[src/rtl/fb_frame_sequencer.sv]
module fb_frame_sequencer #(
  parameter int AW    = 32,
  parameter int DIM_W = 10,
  localparam int LW   = DIM_W + 2
) (
  input  logic             clk,
  input  logic             rst_n,
  input  logic             en,
  input  logic             frame_tick,
  input  logic [1:0]       pmode,
  input  logic [2:0]       depth,
  input  logic             dual,
  input  logic [DIM_W-1:0] width_m1,
  input  logic [DIM_W-1:0] height_m1,
  input  logic             win_en,
  input  logic             win_first,
  input  logic [DIM_W-1:0] win_line,
  input  logic [AW-1:0]    top0,
  input  logic [AW-1:0]    bot0,
  input  logic [AW-1:0]    top1,
  input  logic [AW-1:0]    bot1,
  input  logic [AW-1:0]    ok_lo,
  input  logic [AW-1:0]    ok_hi,
  output logic             rd_req,
  output logic [AW-1:0]    rd_addr,
  output logic [LW-1:0]    rd_len,
  input  logic             rd_done,
  output logic             active,
  output logic             cur_buf,
  output logic [1:0]       buf_cmp,
  output logic             pal_done,
  output logic             frame_done,
  output logic             sync_err,
  output logic             addr_err
);
  localparam int WW = DIM_W + 1;
  localparam int PW = 2 * WW + 5;
  localparam int CW = AW + PW + 2;

  typedef enum logic [1:0] {S_IDLE, S_PAL, S_LINE} state_t;
  state_t state;

  logic          armed;
  logic [WW-1:0] line, lend;
  logic [AW-1:0] addr_r;
  logic [LW-1:0] len_r;

  logic [WW-1:0] wid, hgt, fl, ll;
  logic [4:0]    bpp;
  logic [LW-1:0] step;
  logic [PW-1:0] prod;
  logic [9:0]    off;
  logic [CW-1:0] need;
  logic signed [CW-1:0] lim;
  logic [AW-1:0] sel_top, sel_bot;
  logic          addr_ok;

  function automatic logic in_rng(input logic [AW-1:0] a, lo, hi);
    return (a >= lo) && (a <= hi);
  endfunction

  assign wid = WW'(width_m1) + WW'(1);
  assign hgt = WW'(height_m1) + WW'(1);

  always_comb
    case (depth)
      3'd1:    bpp = 5'd2;
      3'd2:    bpp = 5'd4;
      3'd3:    bpp = 5'd8;
      default: bpp = 5'd16;
    endcase

  assign step = LW'((PW'(wid) * PW'(bpp)) >> 3);
  assign prod = PW'(wid) * PW'(hgt) * PW'(bpp);
  assign off  = (pmode == 2'd2) ? 10'd0 : ((depth >= 3'd3) ? 10'd512 : 10'd32);
  assign sel_top = cur_buf ? top1 : top0;
  assign sel_bot = cur_buf ? bot1 : bot0;
  assign need = CW'(off) + CW'(prod >> 3);
  assign lim  = $signed(CW'(sel_bot) - CW'(sel_top) + CW'(2));
  assign addr_ok = in_rng(top0, ok_lo, ok_hi) && in_rng(bot0, ok_lo, ok_hi) &&
                   (!dual || (in_rng(top1, ok_lo, ok_hi) && in_rng(bot1, ok_lo, ok_hi)));
  assign fl = (win_en && win_first)  ? WW'(win_line) : '0;
  assign ll = (win_en && !win_first) ? WW'(win_line) : hgt;

  assign rd_req  = (state == S_PAL) || (state == S_LINE && line < lend);
  assign rd_addr = addr_r;
  assign rd_len  = len_r;

  always_ff @(posedge clk) begin
    if (!rst_n) begin
      state <= S_IDLE; armed <= 1'b0; active <= 1'b0; cur_buf <= 1'b0;
      buf_cmp <= '0; line <= '0; lend <= '0; addr_r <= '0; len_r <= '0;
      pal_done <= 1'b0; frame_done <= 1'b0; sync_err <= 1'b0; addr_err <= 1'b0;
    end else begin
      pal_done <= 1'b0; frame_done <= 1'b0; sync_err <= 1'b0; addr_err <= 1'b0;
      if (!en) armed <= 1'b1;
      case (state)
        S_IDLE: begin
          if (active && !en) begin
            active <= 1'b0;
            frame_done <= (pmode != 2'd1);
          end else if (!active && en && armed) begin
            armed <= 1'b0;
            if (!addr_ok) addr_err <= 1'b1;
            else begin
              active <= 1'b1; cur_buf <= 1'b0; buf_cmp <= '0;
              if (pmode != 2'd2) begin
                state <= S_PAL; addr_r <= top0; len_r <= LW'(512);
              end
            end
          end else if (active && frame_tick && pmode != 2'd1 && depth != 3'd0) begin
            if ($signed(need) > lim) begin
              sync_err <= 1'b1; active <= 1'b0;
            end else begin
              buf_cmp[cur_buf] <= 1'b1;
              if (dual) cur_buf <= ~cur_buf;
              addr_r <= sel_top + AW'(off) + AW'(fl) * AW'(step);
              len_r  <= step;
              line   <= fl;
              lend   <= ll;
              state  <= S_LINE;
            end
          end
        end
        S_PAL: if (rd_done) begin
          pal_done <= 1'b1; state <= S_IDLE;
        end
        S_LINE: begin
          if (line >= lend) begin
            frame_done <= 1'b1; state <= S_IDLE;
          end else if (rd_done) begin
            line <= line + WW'(1);
            addr_r <= addr_r + AW'(step);
          end
        end
        default: state <= S_IDLE;
      endcase
    end
  end

  a_r10_hold: assert property (@(posedge clk) disable iff (!rst_n)
    rd_req && !rd_done |=> rd_req && $stable(rd_addr) && $stable(rd_len));
  a_r10_req_active: assert property (@(posedge clk) disable iff (!rst_n)
    rd_req |-> active);
  a_r6_err_off: assert property (@(posedge clk) disable iff (!rst_n)
    sync_err |-> !active);
  a_r2_err_off: assert property (@(posedge clk) disable iff (!rst_n)
    addr_err |-> !active && !rd_req);
  a_r11_one_event: assert property (@(posedge clk) disable iff (!rst_n)
    $onehot0({pal_done, frame_done, sync_err, addr_err}));
  a_r8_single_buf: assert property (@(posedge clk) disable iff (!rst_n)
    !dual && !$past(dual) && $rose(buf_cmp[0]) |-> !cur_buf);
endmodule

[config.mk]
export PLATFORM = sky130hd
export DESIGN_NAME = fb_frame_sequencer
export DESIGN_NICKNAME = d
export VERILOG_FILES = /design/src/rtl/fb_frame_sequencer.sv
export SDC_FILE = /design/constraint.sdc
export NUM_CORES = 2
export LEC_CHECK = 0
export CAP_MARGIN = 20
export CORE_MARGIN = 4
export CORE_UTILIZATION = 44
export DETAILED_ROUTE_END_ITERATION = 12
export DONT_BUFFER_PORTS = 1
export SLEW_MARGIN = 30
export SYNTH_ARGS = -nofsm -noshare
export SYNTH_HDL_FRONTEND = slang
export SYNTH_SLANG_ARGS = --single-unit
[constraint.sdc]
create_clock -name clk -period 30.5 [get_ports clk]
set_input_delay 6.1 -clock clk [delete_from_list [all_inputs] [get_ports clk]]
set_output_delay 6.1 -clock clk [all_outputs]
set_load 0.02 [all_outputs]
==> results.py <==
metrics = {
    "die": {
        "dieArea_sq_um": 67080,
        "num_rows": 91,
        "fp.dieH_microns": 259.0,
        "io_pins": 288,
        "die_x_microns": 259.0,
        "core_region_area_sq_um": 62050,
        "initial_utilization_pct": 44.67,
    },
    "logic_synthesis": {
        "syn_inst": 3525,
        "ys.flop_type": "dfxtp_1",
        "synth_cell_types": 87,
        "synth_edf_count": 0,
        "ys_warn_count": 0,
        "synth.largest_area_cell": "ha_1",
        "synth_seq_cells": 77,
        "synth_area_leaders": "ha_1 25%, fa_1 18%, inv_1 6.1%",
        "ys_seq_area_share_pct": 5.561,
        "syn_area_sq_um": 27720,
        "synth_async_sr_flop_share_pct": 0,
        "netlist.area_leader.share_pct": 24.65,
        "avgSynthCellArea_sq_um": 7.864,
    },
    "clock_network": {
        "hold_buffers": 0,
        "cts.htree.levels": 3,
        "cts_setup_buffers": 0,
        "cts.repair.resized": 0,
        "cts_tree": "built",
        "cts_buffers": 9,
        "clkSinkCount": 77,
        "clock_path_buffers": 2,
        "root_buffer": "clkbuf_16",
        "clkTransAtPathRegs_ps": 60,
        "insertion_delay_ps": 350,
    },
    "timing": {
        "fin_hold_ws_ps": 466.3,
        "skew_ps": 9.321,
        "worst_pin_slew_ps": 955.7,
        "fmax_mhz": 53.45,
        "period_minus_slack_ps": 18710,
        "hold_viol_final": 0,
        "rsz0062_at_grt": "false",
        "tns_ps": 0,
        "drv_slew": 0,
        "setup_viol": 0,
        "finalCritPeriodShare_pct": 61.34,
        "max_slew_margin_pct": 35.83,
    },
    "setup_path": {
        "worstSetupPathType": "in2reg",
        "cp-end-kind": "flop",
        "critPathRequiredTime_ps": 30740,
        "max_stage_delay_ps": 740,
        "reg2reg_depth": 23,
        "critical_path.max_fanout": 39,
        "cp.arrival_ps": 18950,
        "slowest_stage": "xnor2_1",
        "start_kind": "primary input",
    },
    "flow_run": {
        "max_cap_violations": 0,
    },
    "pwr": {
        "finalPower_mw": 2.031,
        "powerDensity_nw_per_um2": 70.53,
        "switchingPower_mw": 1.151,
        "p_sw_share_pct": 56.67,
        "seqPwrFrac_pct": 5.0,
        "p_leak_nw": 13.93,
        "clkPwrFrac_pct": 5.0,
        "ir_drop_mv": 0.09335,
        "combPwrFrac_pct": 90.1,
        "p_int_mw": 0.8800,
    },
    "grt": {
        "grt_pass1_wl_mm": 142.8,
        "grt_usage_pct": 26.97,
        "grt-ovfl-total": 0,
        "grt_max_degree": 80,
        "grt_pass1_vias": 24448,
        "antenna_found_initial": 1,
    },
    "layout": {
        "syn_to_final_growth_pct": 3.873,
        "final_cells": 4295,
        "n_fill_cell": 6321,
        "layout_common_cells": "546 x ha_1, 448 x inv_1, 354 x nand2_1",
        "multi_input_area_sq_um": 24090,
        "ff_latch_area_sq_um": 1545,
        "nNetsFinal": 4477,
        "drive_gt1_share_pct": 3.066,
        "final_common_cell": "ha_1",
        "utilization_pct": 46.40,
    },
    "placement": {
        "portBuffers": 0,
        "gp_congestion": 0.9708,
        "dp.cells": 4278,
        "hpwl_mm": 78.67,
    },
    "hold_path": {
        "hold_class": "reg2reg",
        "whs_path_depth": 2,
    },
    "detailed_routing": {
        "drtIter0Drc": 1908,
        "avgViaCountPerCell": 5.775,
        "antenna_left": 0,
        "routed_wl_mm": 91.61,
        "vias": 24805,
        "drtPass1Iterations": 5,
        "drc": 0,
        "wl_per_cell_microns": 21.33,
    },
    "status": {
        "status": "finished clean",
    },
}
## cells by family after synthesis
| family | after synthesis | synth area share (%) |
|---|---|---|
| AND/OR/NAND/NOR | 1101 | 18.76 |
| adder cells (fa/ha/maj) | 790 | 42.27 |
| AO/OA/AOI/OAI | 755 | 17.54 |
| buffers and inverters | 558 | 7.710 |
| XOR/XNOR | 171 | 5.403 |
| flip-flops | 77 | 5.561 |
| multiplexers | 72 | 2.749 |
| other | 1 | 0.01353 |
## final timing paths
| check | from | slack (ps) | endpoint |
|---|---|---|---|
| worst max-delay path | width_m1[0] | 11790 | line[0] |
| worst max register to register | cur_buf | 22370 | line[0] |
| worst min-delay path | lend[0] | 470 | lend[0] |
| worst min register to register | lend[0] | 470 | lend[0] |
## cells in the mapped netlist (8+ instances only)
library cell and n:
ha_1 546, inv_1 449, nand2_1 355, nor2_1 290, fa_1 244, a21oi_1 232, o21ai_0 153, xnor2_1 93
nand3_1 86, a21o_1 83, xor2_1 78, dfxtp_1 77, clkbuf_1 76, nand4_1 65, and3_1 52, nor3_1 48
o211ai_1 44, nor2b_1 43, and2_1 39, mux2i_1 39, nand2b_1 34, mux2_2 33, o21a_1 33, o21bai_1 30
a211oi_1 28, a31oi_1 25, or3_1 19, nor4_1 15, buf_1 11, o31ai_1 11, or2_2 10, or4_1 10
buf_2 9, o2111ai_1 9, a21boi_0 8, nor3b_1 8
## worst max-delay path, delay by kind of cell
| family | cells | cell delay [ps] |
|---|---|---|
| XOR/XNOR | 4 | 1510 |
| AO/OA/AOI/OAI | 14 | 3080 |
| adder cells (fa/ha/maj) | 12 | 4880 |
| AND/OR/NAND/NOR | 14 | 2950 |
| buffers and inverters | 4 | 410 |
## state kept, by name, summed over array words and instances (netlist names), 2 cells and up
| register | count |
|---|---|
| lend | 11 |
| line | 11 |
| rd_addr | 32 |
| state | 2 |
| rd_len | 12 |
| buf_cmp | 2 |
## final cells by class
| type | count | share of cell area, % |
|---|---|---|
| Multi-Input combinational cell | 2891 | 83.66 |
| Clock inverter | 6 | 0.1347 |
| Tap cell | 837 | 3.637 |
| Sequential cell | 77 | 5.367 |
| Clock buffer | 10 | 0.7952 |
| Antenna cell | 1 | 0.008691 |
| Timing Repair Buffer | 16 | 0.4432 |
| Inverter | 457 | 5.958 |
## metal layers
layer  part of all wire, %  wire [microns]  GRT usage, %
met5                     0               0             0
met4                   2.9            2628         6.582
met3                   6.8            6227         4.731
met2                    45           41550         43.68
met1                    45           41210         37.54
## through the flow
stage / instance area, sq um / setup slack, ps
floorplan: 27720 / 13200
global placement: 28490 / 11630
detailed placement: 28510 / 11430
CTS: 28780 / 11760
global route: 28790 / 10740
finish: 28790 / 11790
## power groups by stage
| stage | logic (mW) | clock network, mW | registers [mW] |
|---|---|---|---|
| final | 1.83 | 0.101 | 0.101 |
| after floorplan | 1.39 | 0 | 0.103 |
| after global placement | 1.81 | 0 | 0.103 |
| after CTS | 1.83 | 0.102 | 0.101 |
| after detailed placement | 1.81 | 0 | 0.103 |
| after global routing | 2.11 | 0.107 | 0.101 |
Power figures use the tool's default switching activity.
